===== src/rtl/pwm_bank_pkg.sv =====
package pwm_bank_pkg;

    localparam int DIV_W      = 13;
    localparam int DUTY_W     = 8;
    localparam int DUTY_LSB   = 16;
    localparam int FORCE_BIT  = 24;
    localparam int ENABLE_BIT = 31;
    localparam int STRIDE_LSB = 4;
    localparam int WORD_W     = 32;

    typedef struct packed {
        logic              enable;
        logic              force_hi;
        logic [DUTY_W-1:0] duty;
        logic [DIV_W-1:0]  divider;
    } chan_cfg_t;

    function automatic logic [WORD_W-1:0] cfg_to_word(chan_cfg_t c);
        logic [WORD_W-1:0] w;
        w                        = '0;
        w[DIV_W-1:0]             = c.divider;
        w[DUTY_LSB +: DUTY_W]    = c.duty;
        w[FORCE_BIT]             = c.force_hi;
        w[ENABLE_BIT]            = c.enable;
        return w;
    endfunction

    function automatic chan_cfg_t word_to_cfg(logic [WORD_W-1:0] w);
        chan_cfg_t c;
        c.divider  = w[DIV_W-1:0];
        c.duty     = w[DUTY_LSB +: DUTY_W];
        c.force_hi = w[FORCE_BIT];
        c.enable   = w[ENABLE_BIT];
        return c;
    endfunction

endpackage


===== src/rtl/pwm_bank_regs.sv =====
module pwm_bank_regs
    import pwm_bank_pkg::*;
#(
    parameter int NUM_CH = 4,
    parameter int ADDR_W = 8
) (
    input  logic                         clk,
    input  logic                         rst_n,
    input  logic                         bus_wr,
    input  logic [ADDR_W-1:0]            bus_addr,
    input  logic [WORD_W-1:0]            bus_wdata,
    output logic [WORD_W-1:0]            bus_rdata,
    output chan_cfg_t [NUM_CH-1:0]       cfg_o,
    output logic [NUM_CH-1:0]            restart_o
);

    localparam int IDX_W = ADDR_W - STRIDE_LSB;

    typedef struct packed {
        chan_cfg_t [NUM_CH-1:0] cfg;
    } regs_state_t;

    regs_state_t          state_d, state_q;
    logic [IDX_W-1:0]     idx;
    logic                 aligned;
    logic [NUM_CH-1:0]    sel;

    always_comb begin
        idx       = bus_addr[ADDR_W-1:STRIDE_LSB];
        aligned   = (bus_addr[STRIDE_LSB-1:0] == '0);
        sel       = '0;
        bus_rdata = '0;
        for (int i = 0; i < NUM_CH; i++) begin
            sel[i] = aligned && (idx == IDX_W'(i));
            if (sel[i]) begin
                bus_rdata = cfg_to_word(state_q.cfg[i]);
            end
        end
    end

    always_comb begin
        state_d   = state_q;
        restart_o = '0;
        for (int i = 0; i < NUM_CH; i++) begin
            if (bus_wr && sel[i]) begin
                state_d.cfg[i] = word_to_cfg(bus_wdata);
                restart_o[i]   = 1'b1;
            end
        end
    end

    always_ff @(posedge clk or negedge rst_n) begin
        if (!rst_n) begin
            state_q <= '0;
        end else begin
            state_q <= state_d;
        end
    end

    assign cfg_o = state_q.cfg;

endmodule


===== src/rtl/pwm_bank_chan.sv =====
module pwm_bank_chan
    import pwm_bank_pkg::*;
(
    input  logic              clk,
    input  logic              rst_n,
    input  chan_cfg_t         cfg_i,
    input  logic              restart_i,
    output logic [DUTY_W-1:0] period_cnt_o,
    output logic              pwm_o
);

    typedef struct packed {
        logic [DIV_W-1:0]  presc;
        logic [DUTY_W-1:0] period;
    } chan_state_t;

    chan_state_t state_d, state_q;

    always_comb begin
        state_d = state_q;
        if (restart_i || !cfg_i.enable) begin
            state_d = '0;
        end else if (state_q.presc == cfg_i.divider) begin
            state_d.presc  = '0;
            state_d.period = state_q.period + DUTY_W'(1);
        end else begin
            state_d.presc  = state_q.presc + DIV_W'(1);
        end
    end

    always_ff @(posedge clk or negedge rst_n) begin
        if (!rst_n) begin
            state_q <= '0;
        end else begin
            state_q <= state_d;
        end
    end

    assign period_cnt_o = state_q.period;
    assign pwm_o        = cfg_i.enable && (cfg_i.force_hi || (state_q.period < cfg_i.duty));

endmodule


===== src/rtl/pwm_bank.sv =====
module pwm_bank
    import pwm_bank_pkg::*;
#(
    parameter int NUM_CH = 4,
    parameter int ADDR_W = 8
) (
    input  logic              clk,
    input  logic              rst_n,
    input  logic              bus_wr,
    input  logic [ADDR_W-1:0] bus_addr,
    input  logic [31:0]       bus_wdata,
    output logic [31:0]       bus_rdata,
    output logic [NUM_CH-1:0] pwm_out
);

    chan_cfg_t [NUM_CH-1:0]               cfg;
    logic [NUM_CH-1:0]                    wr_hit;
    logic [NUM_CH-1:0]                    ch_en;
    logic [NUM_CH-1:0]                    ch_full;
    logic [NUM_CH-1:0][DUTY_W-1:0]        ch_duty;
    logic [NUM_CH-1:0][DUTY_W-1:0]        ch_cnt;

    pwm_bank_regs #(
        .NUM_CH (NUM_CH),
        .ADDR_W (ADDR_W)
    ) u_regs (
        .clk       (clk),
        .rst_n     (rst_n),
        .bus_wr    (bus_wr),
        .bus_addr  (bus_addr),
        .bus_wdata (bus_wdata),
        .bus_rdata (bus_rdata),
        .cfg_o     (cfg),
        .restart_o (wr_hit)
    );

    for (genvar g = 0; g < NUM_CH; g++) begin : g_chan
        pwm_bank_chan u_chan (
            .clk          (clk),
            .rst_n        (rst_n),
            .cfg_i        (cfg[g]),
            .restart_i    (wr_hit[g]),
            .period_cnt_o (ch_cnt[g]),
            .pwm_o        (pwm_out[g])
        );
        assign ch_en[g]   = cfg[g].enable;
        assign ch_full[g] = cfg[g].force_hi;
        assign ch_duty[g] = cfg[g].duty;
    end

endmodule


===== config.mk =====
export PLATFORM = sky130hd
export DESIGN_NAME = pwm_bank
export DESIGN_NICKNAME = d
export VERILOG_FILES = /design/src/rtl/pwm_bank_pkg.sv /design/src/rtl/pwm_bank_regs.sv /design/src/rtl/pwm_bank_chan.sv /design/src/rtl/pwm_bank.sv
export SDC_FILE = /design/constraint.sdc
export NUM_CORES = 1
export LEC_CHECK = 0
export BUFFER_PORTS_ARGS = -buffer_cell sky130_fd_sc_hd__buf_2
export CORE_MARGIN = 4
export CORE_UTILIZATION = 45
export DETAILED_ROUTE_END_ITERATION = 12
export GPL_TIMING_DRIVEN = 0
export MAX_ROUTING_LAYER = met4
export SLEW_MARGIN = 20
export SYNTH_ARGS = -nofsm -noshare
export SYNTH_HDL_FRONTEND = slang
export SYNTH_HIERARCHICAL = 1
export SYNTH_SLANG_ARGS = --single-unit

===== constraint.sdc =====
create_clock -name clk -period 2.3 [get_ports clk]
set_clock_uncertainty 0.1 [all_clocks]
set_input_delay 0.23 -clock clk [delete_from_list [all_inputs] [get_ports clk]]
set_output_delay 0.23 -clock clk [all_outputs]
set_load 0.005 [all_outputs]

==> qor.yml <==
avgSynthCellArea_sq_um: 11.4
timing.final.crit_share: 0.990
nFillCells: 1845
grtUsageTotal: 0.201
yosysWarnings: 6
worst_slack_ps: 23.8
routedWlPerCell_um: 18.2
maxCapViolCount: 0
die_x_um: 156
crit_path_start: "u_regs/cfg_o[60]"
die-area_sq_um: 24300
grt_pass1_vias: 6517
overflow: 0
setup_tns_ps: 0
fmax_ghz: 0.439
port_buffers: 57
worstHoldPathType: "primary input to flop"
hold_start: "bus_wdata[21]"
p_leak_uw: 0.00556
cp-end-kind: "output port"
switchingPower_uw: 1680
pre_cts_ws_ps: -929
drt_iter0_drc: 249
final_util: 0.531
cts_made_buffers: 17
cp_slowest_stage_delay_ps: 370
p_per_area_nw_per_um2: 598
cts_sinks: 176
antenna_found_initial: 2
start_util: 0.463
p_int_uw: 5070
hold_depth: 2
crit_fanout: 2
grt_pass1_wl_um: 36800
cts_tree: "done"
outcome: "completed"
vdd_drop_max_mv: 0.479
cpMaxStageDelayCell: "dfrtp_1"
finalSetupViolations: 0
mappedNetlistArea_sq_um: 9860
netlist_instances: 864
place_congestion: 0.826
die-height_um: 156
min_period_ps: 2280
core_sq_um: 21300
placedInstanceArea_sq_um: 10600
cts_max_level: 4
hold_viol: 0
critical-path-top-delay-family: "compound AO/OA/AOI/OAI gates"
finalInstanceArea_sq_um: 11300
clock_path_buffers: 2
p_clk_frac: 0.393
cp_num_buf_inv: 2
crit_arrival_ps: 1950
drtAntennaViolNets: 0
drive_gt1_frac: 0.289
layout.nets: 1043
cp.required_ps: 1970
clk_pin_slew_worst_paths_ps: 60
pwr-share-seq: 0.486
grt_max_degree: 97
cts_root_buf: "clkbuf_16"
first_pass_iters: 4
switching_share: 0.249
row_count: 53
area_growth_pct: 14.7
power_frac_comb: 0.121
place_hpwl_um: 17200
wirelength_um: 22800
cp-start-kind: "flop"
path_class: "flop to output port"
drcViolationCount: 0
p_total_uw: 6760
vias_per_cell: 5.30
max_slew_margin: 0.574
maxSlewViolCount: 0
worst-path-stages: 7
worst_pin_slew_ps: 639
reg2reg_depth: 6
vias: 6630
rsz0062_at_grt: "true"
insertion_delay_ps: 420
io_pins: 79
timing.rr.start: "g_chan[3].u_chan/state_q[13]"
path_cells: "inv_1, ha_1, a21o_1, a211oi_2, nor3_1, o21ai_1, buf_2"
[layout by cell type (no fill, tap or decap), types with 4 or more instances in the layout]
| master | instances |
|---|---|
| dfrtp_2 | 5 |
| mux2_4 | 39 |
| buf_4 | 23 |
| or4_1 | 12 |
| a211oi_2 | 4 |
| nor2_1 | 79 |
| a21oi_1 | 31 |
| nand4_4 | 5 |
| nand3_1 | 26 |
| mux4_2 | 23 |
| or2b_1 | 4 |
| inv_1 | 47 |
| dfrtp_1 | 171 |
| nand4_1 | 12 |
| buf_2 | 59 |
| buf_6 | 10 |
| xnor2_1 | 28 |
| xor2_1 | 71 |
| o211ai_1 | 4 |
| o21ai_0 | 9 |
| o31ai_1 | 10 |
| ha_1 | 36 |
| a21o_1 | 4 |
| clkbuf_2 | 8 |
| conb_1 | 9 |
| mux2_2 | 53 |
| clkinv_2 | 4 |
| clkbuf_1 | 9 |
| nor2b_1 | 5 |
| nor4_2 | 8 |
| nand2_1 | 43 |
| o21ai_1 | 4 |
| and3_1 | 34 |
| nor3_1 | 12 |
| nand2b_1 | 7 |
| and4_1 | 4 |
| or3_1 | 12 |
| clkbuf_16 | 17 |
[routing by layer]
metal | global-route usage | routed length (um) | up-vias
met5 | - | 0 | -
met4 | 0.0588 | 406 | 0
met3 | 0.0313 | 746 | 29
met2 | 0.302 | 10700 | 103
met1 | 0.282 | 11000 | 3272
li1 | - | - | 3226
[per-stage QoR]
stage / std cells / hold WS [ps]
after floorplan: 872 / -166
after global placement: 1204 / 427
after detailed placement: 1205 / 168
after CTS: 1239 / 0.410
after global routing: 1250 / 5.42
final: 1250 / 14.6
[final timing paths]
| path | endpoint | slack [ps] |
|---|---|---|
| max in group asynchronous | u_regs/cfg_o[39] | 930 |
| min in group asynchronous | g_chan[2].u_chan/state_q[13] | 280 |
| hold reg to reg | g_chan[2].u_chan/state_q[8] | 400 |
| setup reg to reg | g_chan[3].u_chan/period_cnt_o[7] | 70 |
| setup / recovery | pwm_out[2] | 20 |
| hold / removal | u_regs/cfg_o[64] | 10 |
[sequential cells by signal, summed over array words and instances, names as in the netlist]
name / flops
g_chan.u_chan/period_cnt_o: 32
g_chan.u_chan/state_q: 52
u_regs/cfg_o: 92
[final cells by class]
class | instances | area (sq um) | area share
Buffer | 39 | 275 | 0.0243
Sequential cell | 176 | 4410 | 0.390
Clock inverter | 7 | 65.1 | 0.00575
Inverter | 48 | 180 | 0.0159
Timing Repair Buffer | 74 | 445 | 0.0394
Multi-Input combinational cell | 608 | 5120 | 0.453
Clock buffer | 21 | 460 | 0.0407
Antenna cell | 2 | 5.00 | 0.000443
Tap cell | 275 | 344 | 0.0304
[power groups by stage]
stage / Clock, uW / Sequential, uW / Combinational (uW)
2_1_floorplan: 0 / 3290 / 486
3_3_place_gp: 0 / 3340 / 722
3_5_place_dp: 0 / 3340 / 740
4_1_cts: 2710 / 3280 / 754
5_1_grt: 2860 / 3290 / 905
6_report: 2660 / 3280 / 818
[what timing repair did]
item                                    in CTS  in global routing
resized for setup                            6                 28
cloned                                       0                  1
hold buffers                                 2                  0
endpoints found under the setup margin      56                 44
hold endpoints to repair                    83                  0
pin swaps                                   12                 20
buffers inserted                             4                  9
Power figures use the tool's default switching activity.
